`config.mk`:
```
export PLATFORM = sky130hd
export DESIGN_NAME = smbh_regfile
export DESIGN_NICKNAME = d
export VERILOG_FILES = /design/src/rtl/smbh_pkg.sv /design/src/rtl/smbh_addr_dec.sv /design/src/rtl/smbh_status.sv /design/src/rtl/smbh_launch.sv /design/src/rtl/smbh_regfile.sv
export SDC_FILE = /design/constraint.sdc
export NUM_CORES = 1
export LEC_CHECK = 0
export ABC_AREA = 1
export BUFFER_PORTS_ARGS = -buffer_cell sky130_fd_sc_hd__clkbuf_2
export CAP_MARGIN = 30
export CORE_MARGIN = 8
export CORE_UTILIZATION = 50
export CTS_CLUSTER_SIZE = 16
export DETAILED_ROUTE_END_ITERATION = 10
export MAX_ROUTING_LAYER = met4
export PLACE_DENSITY = 0.76
export SETUP_SLACK_MARGIN = 0.05
export SLEW_MARGIN = 20
export SYNTH_ARGS = -nofsm -noshare
export SYNTH_HDL_FRONTEND = slang
export SYNTH_HIERARCHICAL = 1
export SYNTH_SLANG_ARGS = --single-unit
```
`constraint.sdc`:
```
create_clock -name clk -period 2.7 [get_ports clk]
set_input_delay 0.27 -clock clk [delete_from_list [all_inputs] [get_ports clk]]
set_output_delay 0.27 -clock clk [all_outputs]
set_load 0.05 [all_outputs]
```
`src/rtl/smbh_pkg.sv`:
```
package smbh_pkg;
  localparam int DW = 8;

  // register offsets within the port window
  localparam int OFS_STAT = 'h0;
  localparam int OFS_CTL  = 'h2;
  localparam int OFS_CMD  = 'h3;
  localparam int OFS_TGT  = 'h4;
  localparam int OFS_D0   = 'h5;
  localparam int OFS_D1   = 'h6;
  localparam int OFS_BLK  = 'h7;
  localparam int OFS_AUX  = 'hD;

  // status bit positions
  localparam int ST_BUSY = 0;
  localparam int ST_DONE = 1;
  localparam int ST_DERR = 2;
  localparam int ST_BERR = 3;
  localparam int ST_FAIL = 4;

  // control bit positions
  localparam int CT_IEN   = 0;
  localparam int CT_KILL  = 1;
  localparam int CT_PROTO = 2;
  localparam int CT_LAST  = 5;
  localparam int CT_START = 6;
  localparam int CT_PEC   = 7;

  localparam int AUXW = 2;

  typedef struct packed {
    logic stat;
    logic ctl;
    logic cmd;
    logic tgt;
    logic d0;
    logic d1;
    logic blk;
    logic aux;
  } smbh_sel_t;
endpackage

```
`src/rtl/smbh_addr_dec.sv`:
```
module smbh_addr_dec
  import smbh_pkg::*;
#(
  parameter int AW = 4
) (
  input  logic [AW-1:0] addr,
  input  logic          wr,
  input  logic          rd,
  output smbh_sel_t     wsel,
  output logic          stat_rd
);
  always_comb begin
    wsel.stat = wr && (addr == AW'(OFS_STAT));
    wsel.ctl  = wr && (addr == AW'(OFS_CTL));
    wsel.cmd  = wr && (addr == AW'(OFS_CMD));
    wsel.tgt  = wr && (addr == AW'(OFS_TGT));
    wsel.d0   = wr && (addr == AW'(OFS_D0));
    wsel.d1   = wr && (addr == AW'(OFS_D1));
    wsel.blk  = wr && (addr == AW'(OFS_BLK));
    wsel.aux  = wr && (addr == AW'(OFS_AUX));
    stat_rd   = rd && (addr == AW'(OFS_STAT));
  end
endmodule

```
`src/rtl/smbh_status.sv`:
```
module smbh_status #(
  parameter int W = 8
) (
  input  logic         clk,
  input  logic         rst_n,
  input  logic         w1c_en,
  input  logic [W-1:0] w1c_data,
  input  logic [W-1:0] set_vec,
  input  logic         busy_set,
  input  logic         busy_clr,
  output logic [W-1:0] stat
);
  for (genvar i = 0; i < W; i++) begin : g_bit
    if (i == 0) begin : g_busy
      // busy ignores software clears; a set wins over a clear
      always_ff @(posedge clk) begin
        if (!rst_n)        stat[i] <= 1'b0;
        else if (busy_set) stat[i] <= 1'b1;
        else if (busy_clr) stat[i] <= 1'b0;
      end
    end else begin : g_w1c
      // hardware set wins over a same-cycle write-one-to-clear
      always_ff @(posedge clk) begin
        if (!rst_n) stat[i] <= 1'b0;
        else        stat[i] <= set_vec[i] | (stat[i] & ~(w1c_en & w1c_data[i]));
      end
    end
  end
endmodule

```
`src/rtl/smbh_launch.sv`:
```
module smbh_launch (
  input  logic clk,
  input  logic rst_n,
  input  logic ctl_wr,
  input  logic ien_w,
  input  logic kill_w,
  input  logic start_w,
  input  logic stat_rd,
  input  logic dev_err,
  input  logic hw_clear,
  output logic busy_set,
  output logic busy_clr,
  output logic err_again,
  output logic kill_evt,
  output logic go_q,
  output logic kill_q
);
  logic armed_q;
  logic start_evt, now_evt, defer_fire, run, go, arm_set;

  always_comb begin
    start_evt  = ctl_wr && start_w;
    kill_evt   = ctl_wr && kill_w;
    now_evt    = start_evt && ien_w;
    defer_fire = stat_rd && armed_q;
    run        = now_evt || defer_fire;
    go         = run && !dev_err && !kill_evt;
    err_again  = run && dev_err && !kill_evt;
    arm_set    = start_evt && !ien_w && !kill_evt;
    busy_set   = (arm_set || go) && !kill_evt;
    busy_clr   = kill_evt || defer_fire || hw_clear;
  end

  always_ff @(posedge clk) begin
    if (!rst_n) begin
      armed_q <= 1'b0;
      go_q    <= 1'b0;
      kill_q  <= 1'b0;
    end else begin
      go_q   <= go;
      kill_q <= kill_evt;
      if (kill_evt || now_evt) armed_q <= 1'b0;
      else if (arm_set)        armed_q <= 1'b1;
      else if (defer_fire)     armed_q <= 1'b0;
    end
  end
endmodule

```
`src/rtl/smbh_regfile.sv`:
```
module smbh_regfile
  import smbh_pkg::*;
#(
  parameter int AW = 4
) (
  input  logic            clk,
  input  logic            rst_n,
  input  logic            cfg_force_blk,
  input  logic [AW-1:0]   reg_addr,
  input  logic            reg_wr,
  input  logic            reg_rd,
  input  logic [DW-1:0]   reg_wdata,
  output logic [DW-1:0]   reg_rdata,
  output logic            irq,
  output logic            seq_start,
  output logic            seq_kill,
  output logic [2:0]      seq_proto,
  output logic            seq_last,
  output logic            seq_pec_en,
  output logic [DW-1:0]   seq_cmd,
  output logic [DW-1:0]   seq_target,
  output logic [DW-1:0]   seq_data0,
  output logic [DW-1:0]   seq_data1,
  output logic [DW-1:0]   seq_blkdat,
  output logic [AUXW-1:0] seq_aux_mode,
  input  logic            seq_done,
  input  logic            seq_dev_err,
  input  logic            seq_bus_err
);
  smbh_sel_t       wsel;
  logic            stat_rd;
  logic [DW-1:0]   stat_q;
  logic [DW-1:0]   set_vec;
  logic            busy_set, busy_clr, err_again, kill_evt;
  logic            ien_q, killb_q, last_q, pec_q;
  logic [2:0]      proto_q;
  logic [DW-1:0]   cmd_q, tgt_q, d0_q, d1_q, blk_q;
  logic [AUXW-1:0] aux_q;

  smbh_addr_dec #(.AW(AW)) u_dec (
    .addr(reg_addr), .wr(reg_wr), .rd(reg_rd), .wsel(wsel), .stat_rd(stat_rd)
  );

  smbh_launch u_launch (
    .clk(clk), .rst_n(rst_n), .ctl_wr(wsel.ctl),
    .ien_w(reg_wdata[CT_IEN]), .kill_w(reg_wdata[CT_KILL]),
    .start_w(reg_wdata[CT_START]), .stat_rd(stat_rd),
    .dev_err(stat_q[ST_DERR]),
    .hw_clear(seq_done || seq_dev_err || seq_bus_err),
    .busy_set(busy_set), .busy_clr(busy_clr), .err_again(err_again),
    .kill_evt(kill_evt), .go_q(seq_start), .kill_q(seq_kill)
  );

  always_comb begin
    set_vec          = '0;
    set_vec[ST_DONE] = seq_done;
    set_vec[ST_DERR] = seq_dev_err || err_again;
    set_vec[ST_BERR] = seq_bus_err;
    set_vec[ST_FAIL] = kill_evt;
  end

  smbh_status #(.W(DW)) u_stat (
    .clk(clk), .rst_n(rst_n), .w1c_en(wsel.stat), .w1c_data(reg_wdata),
    .set_vec(set_vec), .busy_set(busy_set), .busy_clr(busy_clr), .stat(stat_q)
  );

  always_ff @(posedge clk) begin
    if (!rst_n) begin
      ien_q   <= 1'b0;
      killb_q <= 1'b0;
      proto_q <= '0;
      last_q  <= 1'b0;
      pec_q   <= 1'b0;
      cmd_q   <= '0;
      tgt_q   <= '0;
      d0_q    <= '0;
      d1_q    <= '0;
      blk_q   <= '0;
      aux_q   <= {cfg_force_blk, 1'b0};
    end else begin
      if (wsel.ctl) begin
        ien_q   <= reg_wdata[CT_IEN];
        killb_q <= reg_wdata[CT_KILL];
        proto_q <= reg_wdata[CT_PROTO +: 3];
        last_q  <= reg_wdata[CT_LAST];
        pec_q   <= reg_wdata[CT_PEC];
      end
      if (wsel.cmd) cmd_q <= reg_wdata;
      if (wsel.tgt) tgt_q <= reg_wdata;
      if (wsel.d0)  d0_q  <= reg_wdata;
      if (wsel.d1)  d1_q  <= reg_wdata;
      if (wsel.blk) blk_q <= reg_wdata;
      if (wsel.aux) aux_q <= reg_wdata[AUXW-1:0];
    end
  end

  always_comb begin
    reg_rdata = '0;
    if (reg_rd) begin
      case (reg_addr)
        AW'(OFS_STAT): reg_rdata = stat_q;
        AW'(OFS_CTL):  reg_rdata = {3'b000, proto_q, killb_q, ien_q};
        AW'(OFS_CMD):  reg_rdata = cmd_q;
        AW'(OFS_TGT):  reg_rdata = tgt_q;
        AW'(OFS_D0):   reg_rdata = d0_q;
        AW'(OFS_D1):   reg_rdata = d1_q;
        AW'(OFS_BLK):  reg_rdata = blk_q;
        AW'(OFS_AUX):  reg_rdata = {{(DW-AUXW){1'b0}}, aux_q};
        default:       reg_rdata = '0;
      endcase
    end
  end

  assign irq          = ien_q && (|stat_q[DW-1:1]);
  assign seq_proto    = proto_q;
  assign seq_last     = last_q;
  assign seq_pec_en   = pec_q;
  assign seq_cmd      = cmd_q;
  assign seq_target   = tgt_q;
  assign seq_data0    = d0_q;
  assign seq_data1    = d1_q;
  assign seq_blkdat   = blk_q;
  assign seq_aux_mode = aux_q;
endmodule

```
### Yosys cells after proc, flatten, opt, wreduce, memory -nomap -nowiden

Cells that the tools add are included.

| storage, ports and cells | value |
|---|---|
| bits in registers | 60 |
| bits of input ports | 20 |
| output and inout bits | 58 |
| logic and storage cells | 102 |

| cells by class | value |
|---|---|
| equality and inequality tests | 8 |
| multiplexer cells | 8 |
| bitwise logic cells | 26 |
| reductions and logical operators | 37 |

Operator list:

| kind | number |
|---|---|
| $pmux 8 s8 | 1 |
| $logic_and 1x1->1 | 21 |
| $eq 4x3->1 const B | 4 |
| $and 1x1->1 | 14 |
| $eq 4x2->1 const B | 2 |
| $logic_or 1x1->1 | 8 |
| $mux 8 | 1 |
| $not 1->1 | 8 |
| $reduce_or 7->1 | 1 |
| $eq 4x4->1 const B | 1 |
| $logic_not 4->1 | 1 |
| $mux 1 | 4 |
| $mux 2 | 2 |
| $or 1x1->1 | 4 |
| $reduce_bool 2->1 | 2 |
| $logic_not 1->1 | 3 |
| $ne 2x1->1 const B | 1 |
| $reduce_or 2->1 | 1 |

### Logic depth before layout (Yosys ltp)

Gate-level depths: netlist (run 1).

| logic depth | value |
|---|---|
| depth in word-level cells | 10 |
| depth in mapped cells | 10 |
| depth with buffers taken out | 10 |

### By module

The synthesis (run 1) kept the hierarchy.

By module, submodules not included:

| module | times used | cells each | area each (sq um) | sequential area each (sq um) |
|---|---|---|---|---|
| smbh_regfile | 1 | 341 | 2301.0 | 991.0 |
| smbh_status | 1 | 40 | 294.0 | 160.2 |
| smbh_launch | 1 | 31 | 176.4 | 60.1 |
| smbh_addr_dec | 1 | 24 | 105.1 | 0.0 |

### Worst setup path before layout (run 1)

OpenSTA, ideal clock, no wires.

| timing path | value |
|---|---|
| path type | register -> output |
| start | register d0_q[3] (netlist: seq_data0[3]) |
| end | output reg_rdata[3] |
| arrival | 1.657 ns |
| data required time | 2.430 ns |
| slack | 0.773 ns |
| cell stages (with the launch flop) | 5 |
| buffers on the path | 0 |
| cells stage by stage | dfxtp_1 -> inv_1 -> nor2_1 -> nor2_1 -> a21oi_1 |

| between the ends | value |
|---|---|
| cells in the longest elaborated chain, start to end | 2 |

Ends and longest elaborated chain:

| item | RTL line | source |
|---|---|---|
| start, declared | smbh_regfile.sv:37 | `logic [DW-1:0] cmd_q, tgt_q, d0_q, d1_q, blk_q;` |
| start signal, assigned | smbh_regfile.sv:90 | `if (wsel.d0) d0_q <= reg_wdata;` |
| $pmux 8 s8 | smbh_regfile.sv:100 | `case (reg_addr)` |
| $mux 8 | smbh_regfile.sv:99 | `if (reg_rd) begin` |
| end, declared | smbh_regfile.sv:13 | `output logic [DW-1:0] reg_rdata,` |

No other way between the ends.

### Worst setup path after layout (run 1)

| timing path | value |
|---|---|
| start | input reg_addr[1] |
| end | output reg_rdata[2] |

| between the ends | value |
|---|---|
| cells in the longest elaborated chain, start to end | 3 |
| elaborated cells on any way between the ends | 10 |
| those cells by class | eq/ne: 7; mux: 2; reduce/logical: 1 |

Ends and longest elaborated chain:

| item | RTL line | source |
|---|---|---|
| start, declared | smbh_regfile.sv:9 | `input logic [AW-1:0] reg_addr,` |
| $eq 4x4->1, or another cell as far along | smbh_regfile.sv:100 |  |
| $pmux 8 s8 * | smbh_regfile.sv:100 |  |
| $mux 8 * | smbh_regfile.sv:99 |  |

Mark *: on every way between the ends. The rest lies on a longest branch, timed or not.

==> results.py, run 1 <==
metrics = {
    "logic_synthesis": {
        "synth_mux_area_frac": 0,
        "synth_xor_area_frac": 0,
        "ys.warnings.count": 6,
        "ys.flop_type": "dfxtp_1",
        "synthArstFlopShare": 0,
        "synth_area_leaders": "dfxtp_1 (41%), nor2_1 (15%), nand3_1 (9.4%), nand2_1 (8.4%), o21ai_0 (8.2%)",
        "synth_top_family_by_area": "simple AND/OR/NAND/NOR gates",
        "synthSimpleGateAreaFrac": 0.3689,
        "synth_top_cell_area_share": 0.4106,
        "synth_compound_gate_area_share": 0.1257,
        "synth_area_um2": 2877,
        "synthCells": 436,
        "yosys.area_share.adder": 0,
        "ys_ff_latch": 60,
        "yosysTopAreaCell": "dfxtp_1",
        "synth_commonest_cells": "nor2_1 (114), nand2_1 (64), dfxtp_1 (59)",
        "syn_avg_cell_area_um2": 6.597,
        "synth_edf_count": 1,
        "ys_types": 25,
        "synth_seq_area_share": 0.4211,
        "yosysMostFrequentCell": "nor2_1",
    },
    "die": {
        "dieArea_um2": 8436,
        "ios": 78,
        "dieHeight_um": 91.85,
        "coreArea_um2": 5540,
        "std_cell_rows": 27,
        "initial_core_util": 0.5192,
        "die_w_um": 91.85,
    },
    "sta": {
        "fmaxAchievable_ghz": 0.4568,
        "skew_ns": 0.001360,
        "post-route-period-util": 0.8107,
        "grt_setup_unrepaired": "no",
        "setup_violations": 0,
        "drv_slew": 0,
        "tightest_slew_ns": 0.8762,
        "tns_ns": 0,
        "fin_crit_ns": 2.189,
        "relSlewSlack": 0.4158,
        "hold_viol_final": 0,
    },
    "cells_and_area": {
        "fillers": 511,
        "drive_gt1_frac": 0.2246,
        "fin_area_um2": 3581,
        "seq_area_um2": 1211,
        "fin_nets": 536,
        "n_antenna_cell": 0,
        "synthToLayoutAreaGrowth_pct": 24.49,
        "multiInputGateArea_um2": 1434,
    },
    "clock_tree": {
        "cts_tree": "built",
        "clk_latency_ns": 0.34,
        "postCtsHoldBufs": 0,
        "clock-sinks": 60,
        "cts_setup_buffers": 0,
        "cts_root_buffer": "clkbuf_8",
        "clk_path_buf_depth": 2,
        "h-tree-depth": 3,
        "cts_buffers": 9,
        "clk_pin_slew_worst_paths_ns": 0.06,
        "ctsResizeCount": 0,
    },
    "critical_path": {
        "r2r_end": "u_stat/stat[2]",
        "critPathMaxFanout": 12,
        "r2r_slack_ns": 1.58,
        "cp_slowest_cell": "nor2_2",
        "start_kind": "input pin",
        "ff2ff_path_depth": 7,
        "worstSetupEndpointType": "output pin",
        "path_cells": "clkbuf_2, inv_2, nor2_2, nand2_1, nor2_1, nor2_1, a21oi_1, clkbuf_2",
        "path_class": "in -> out",
        "crit_buf_inv": 3,
        "crit_required_ns": 2.43,
        "cp_top_family": "simple AND/OR/NAND/NOR gates",
        "max_stage_delay_ns": 0.45,
        "worstReg2RegStart": "u_launch/armed_q",
        "arrival_ns": 1.92,
    },
    "global_route": {
        "use_met1": 0.2665,
        "grtUsageMet2": 0.3325,
        "grt_max_degree": 54,
        "grt_pass1_vias": 3073,
        "grt_most_used_layer": "met2",
        "grt_pass1_wl_mm": 14.64,
        "antenna_found_initial": 0,
        "grt_overflow": 0,
        "grtUsageMet3": 0.05705,
        "track_usage": 0.2200,
    },
    "worst_hold_path": {
        "worstHoldPathCells": 3,
        "holdPathEnd": "u_stat/stat[1]",
        "hold_start": "seq_done",
        "hp-class": "in -> reg",
    },
    "detailed_routing": {
        "drc": 0,
        "first_pass_iters": 5,
        "wire_per_inst_um": 15.12,
        "postRouteAntennaNets": 0,
        "drt_wl_total_mm": 8.969,
        "first_iter_violations": 270,
        "vias_per_cell": 5.327,
        "vias": 3159,
    },
    "power": {
        "leakage_nw": 1.811,
        "ir_worst_vdd_v": 0.0003462,
        "powerDensity_nw_per_um2": 625.5,
    },
    "place": {
        "place_congestion": 0.9626,
        "hpwl_mm": 6.370,
        "place_area_um2": 3312,
        "portBuffers": 77,
    },
    "run_status": {
        "outcome": "completed",
    },
    "run": {
        "drv_cap": 0,
    },
}
==> cell families after synthesis <==
kind of cell           Yosys count
buffers and inverters           55
AOI/OAI and AO/OA               71
and+or+nand+nor                249
DFF                             60
other                            1
==> tightest hold or removal path: cells and delay by family <==
family                 cells  cell delay [ns]
AOI/OAI and AO/OA          1             0.05
buffers and inverters      2             0.12
==> cell type report <==
cell class	instances	area share
clock buffers	13	0.04997
clock inverters	3	0.02516
inverters	39	0.04088
multi-input cells	323	0.4004
flip-flops and latches	60	0.3382
well taps	72	0.02516
repair buffers	83	0.1202
==> how the worst max path moves through the flow <==
| stage | start | to | slack [ns] | depth (start not counted) |
|---|---|---|---|---|
| 2_1_floorplan | seq_data0[3] | reg_rdata[3] | 0.77 | 4 |
| 3_3_place_gp | reg_addr[1] | reg_rdata[4] | 0.70 | 8 |
| 3_5_place_dp | reg_addr[1] | reg_rdata[2] | 0.65 | 8 |
| 4_1_cts | reg_addr[1] | reg_rdata[2] | 0.56 | 8 |
| 5_1_grt | reg_addr[2] | reg_rdata[3] | 0.45 | 8 |
| 6_report | reg_addr[1] | reg_rdata[2] | 0.51 | 8 |
==> stage by stage <==
| stage | util | cells | total power, W | worst slack, ns | hold WS [ns] |
|---|---|---|---|---|---|
| finish | 0.6463 | 593 | 0.002240 | 0.5111 | 0.1581 |
| global route | 0.6463 | 593 | 0.002309 | 0.4550 | 0.1684 |
| CTS | 0.6463 | 593 | 0.002249 | 0.5600 | 0.1456 |
| detailed placement | 0.5978 | 577 | 0.001177 | 0.6520 | 0.4739 |
| global placement | 0.5978 | 577 | 0.001172 | 0.7038 | 0.4669 |
| floorplan | - | 438 | 0.001100 | 0.7734 | 0.4040 |
==> cells in the final DEF, fill, tap and decap left out <==
cell / instances
nor2_1: 114
clkbuf_2: 77
nand2_1: 64
dfxtp_1: 59
nand3_1: 54
o21ai_0: 47
inv_1: 36
a21oi_1: 22
clkbuf_8: 13
nor2_2: 6
buf_4: 6
inv_2: 3
bufinv_16: 3
nand2_2: 3
conb_1: 3
nor2_4: 2
nand3_2: 2
or3_1: 1
or2_2: 1
nor4_1: 1
nor3_1: 1
a21boi_0: 1
edfxtp_1: 1
a21oi_2: 1
==> sequential cells by signal (all words and copies together), names as in the netlist <==
register,flops
seq_proto,3
seq_aux_mode,2
seq_cmd,8
u_launch/go_q,1
seq_data1,8
seq_target,8
ien_q,1
u_launch/kill_q,1
killb_q,1
u_launch/armed_q,1
seq_last,1
seq_blkdat,8
seq_data0,8
seq_pec_en,1
u_stat/stat,8
==> power breakdown <==
group | switching, W | internal [W] | leakage, nW
logic | 0.000177 | 0.0000522 | 1.19
registers | 0.0000197 | 0.000911 | 0.489
clock network | 0.000365 | 0.000715 | 0.136
==> per-layer routing <==
| layer | vias to the layer above | part of all wire | wire length, µm |
|---|---|---|---|
| li1 | 1556 | - | - |
| met1 | 1453 | 0.44 | 3936 |
| met2 | 135 | 0.46 | 4149 |
| met3 | 15 | 0.082 | 732 |
| met4 | 0 | 0.017 | 150 |
| met5 | - | 0 | 0 |
(Power assumes the default switching activity.)
==> run 2, diff against run 1 <==
Clock period 2.7 ns to 2.1 ns, I/O delays scaled along.
==> results.py, run 2 (same netlist as run 1, synthesis figures left out) <==
metrics = {
    "detailed_routing": {
        "first_pass_iters": 5,
        "first_iter_violations": 309,
        "vias_per_cell": 5.460,
        "vias": 3254,
        "wire_per_inst_um": 15.17,
        "postRouteAntennaNets": 0,
        "drt_wl_total_mm": 9.041,
        "drc": 0,
    },
    "place": {
        "hpwl_mm": 6.659,
        "portBuffers": 77,
        "place_congestion": 0.9207,
        "place_area_um2": 3467,
        "place_inst": 580,
    },
    "sta": {
        "setup_violations": 0,
        "fin_crit_ns": 1.801,
        "post-route-period-util": 0.8574,
        "tightest_slew_ns": 0.6401,
        "grt_setup_unrepaired": "no",
        "relSlewSlack": 0.5717,
        "drv_slew": 0,
        "fmaxAchievable_ghz": 0.5554,
        "skew_ns": 0.0006697,
        "tns_ns": 0,
        "hold_viol_final": 0,
    },
    "critical_path": {
        "r2r_slack_ns": 1.02,
        "crit_required_ns": 1.89,
        "arrival_ns": 1.59,
        "critPathMaxFanout": 20,
        "max_stage_delay_ns": 0.29,
        "cp_slowest_cell": "a21oi_1",
        "start_kind": "input pin",
        "path_cells": "clkbuf_2, nor2_1, buf_4, nand2_1, nor2_1, nor2_1, a21oi_1, buf_12",
        "worstReg2RegStart": "u_launch/armed_q",
        "r2r_end": "u_stat/stat[2]",
        "path_class": "in -> out",
        "cp_common_cell": "nor2_1",
        "worstSetupEndpointType": "output pin",
        "ff2ff_path_depth": 7,
    },
    "global_route": {
        "track_usage": 0.2196,
        "grt_overflow": 0,
        "antenna_found_initial": 0,
        "grt_max_degree": 33,
        "grt_pass1_wl_mm": 14.80,
        "grt_pass1_vias": 3137,
    },
    "clock_tree": {
        "ctsResizeCount": 0,
        "clk_latency_ns": 0.33,
        "clk_pin_slew_worst_paths_ns": 0.06,
        "h-tree-depth": 3,
        "clock-sinks": 60,
        "cts_setup_buffers": 0,
        "postCtsHoldBufs": 0,
        "clk_path_buf_depth": 2,
        "cts_buffers": 9,
        "cts_tree": "built",
        "cts_root_buffer": "clkbuf_8",
    },
    "cells_and_area": {
        "n_antenna_cell": 0,
        "drive_gt1_frac": 0.2271,
        "fin_nets": 539,
        "layout_commonest_cell": "nor2_1",
        "fin_area_um2": 3670,
        "most-common-layout-cells": "nor2_1 (114), clkbuf_2 (69), nand2_1 (64), dfxtp_1 (59), nand3_1 (54)",
        "fillers": 511,
        "synthToLayoutAreaGrowth_pct": 27.58,
        "final_cells": 596,
    },
    "worst_hold_path": {
        "holdPathEnd": "u_stat/stat[3]",
        "hold_start": "seq_bus_err",
        "worstHoldPathCells": 3,
        "hp-class": "in -> reg",
    },
    "power": {
        "total_power_w": 0.002564,
        "powerDensity_nw_per_um2": 698.8,
        "p_int_w": 0.001860,
        "pwr-share-clk": 0.412,
        "combPwrFrac": 0.121,
        "ir_worst_vdd_v": 0.0005323,
        "leakage_nw": 1.825,
        "p_switching_w": 0.0007042,
        "switching_share": 0.2746,
        "seqPwrFrac": 0.467,
    },
    "die": {
        "dieHeight_um": 91.85,
        "coreArea_um2": 5540,
        "std_cell_rows": 27,
        "ios": 78,
        "dieArea_um2": 8436,
        "die_w_um": 91.85,
        "initial_core_util": 0.5192,
    },
    "run_status": {
        "outcome": "completed",
    },
    "run": {
        "drv_cap": 0,
    },
}
-- run 2: changes by cell type in the layout (fill, tap and decap cells not counted), sizes merged --
cell      delta
bufinv       -2
clkbuf       -9
clkinvlp     +1
clkinv       +2
buf         +11
-- run 2: worst max path at each step --
stage	start	to	cells past startpoint
2_1_floorplan	seq_data0[3]	reg_rdata[3]	4
3_3_place_gp	reg_addr[2]	reg_rdata[3]	9
3_5_place_dp	reg_addr[1]	reg_rdata[2]	9
4_1_cts	reg_addr[3]	reg_rdata[2]	8
5_1_grt	reg_addr[3]	reg_rdata[2]	8
6_report	reg_addr[3]	reg_rdata[2]	8
-- run 2: worst max-delay path, delay by kind of cell --
kind            cells  cell delay [ns]
compound gates      1             0.29
buf+inv             3             0.60
simple gates        4             0.47
-- run 2: final cells by class --
| cell class | instances | area, µm² | share of cell area |
|---|---|---|---|
| clock buffers | 12 | 155.1 | 0.04228 |
| clock inverters | 4 | 47.55 | 0.01296 |
| inverters | 39 | 146.4 | 0.03989 |
| multi-input cells | 323 | 1434 | 0.3907 |
| flip-flops and latches | 60 | 1211 | 0.3300 |
| well taps | 72 | 90.09 | 0.02455 |
| repair buffers | 86 | 585.6 | 0.1596 |
-- run 2: metrics by stage --
step,util,hold slack (ns),setup WS [ns]
global placement,0.6258,0.4573,0.3700
global route,0.6624,0.1045,0.2121
CTS,0.6624,0.1047,0.3250
finish,0.6624,0.1179,0.2994
floorplan,-,0.3440,0.2334
detailed placement,0.6258,0.4610,0.3660
-- run 2: power by group through the flow --
stage / combinational, W / sequential [W] / clock [W]
after global routing: 0.000334 / 0.00120 / 0.00112
after CTS: 0.000307 / 0.00120 / 0.00106
after detailed placement: 0.000306 / 0.00122 / 0
after global placement: 0.000300 / 0.00122 / 0
final: 0.000310 / 0.00120 / 0.00106
after floorplan: 0.000126 / 0.00129 / 0
-- run 2: layer usage --
metal / vias up / track usage / wire length, µm
met5: - / - / 0
li1: 1558 / - / -
met4: 0 / 0.08456 / 181
met1: 1529 / 0.2704 / 4032
met3: 15 / 0.05786 / 708
met2: 152 / 0.3355 / 4118
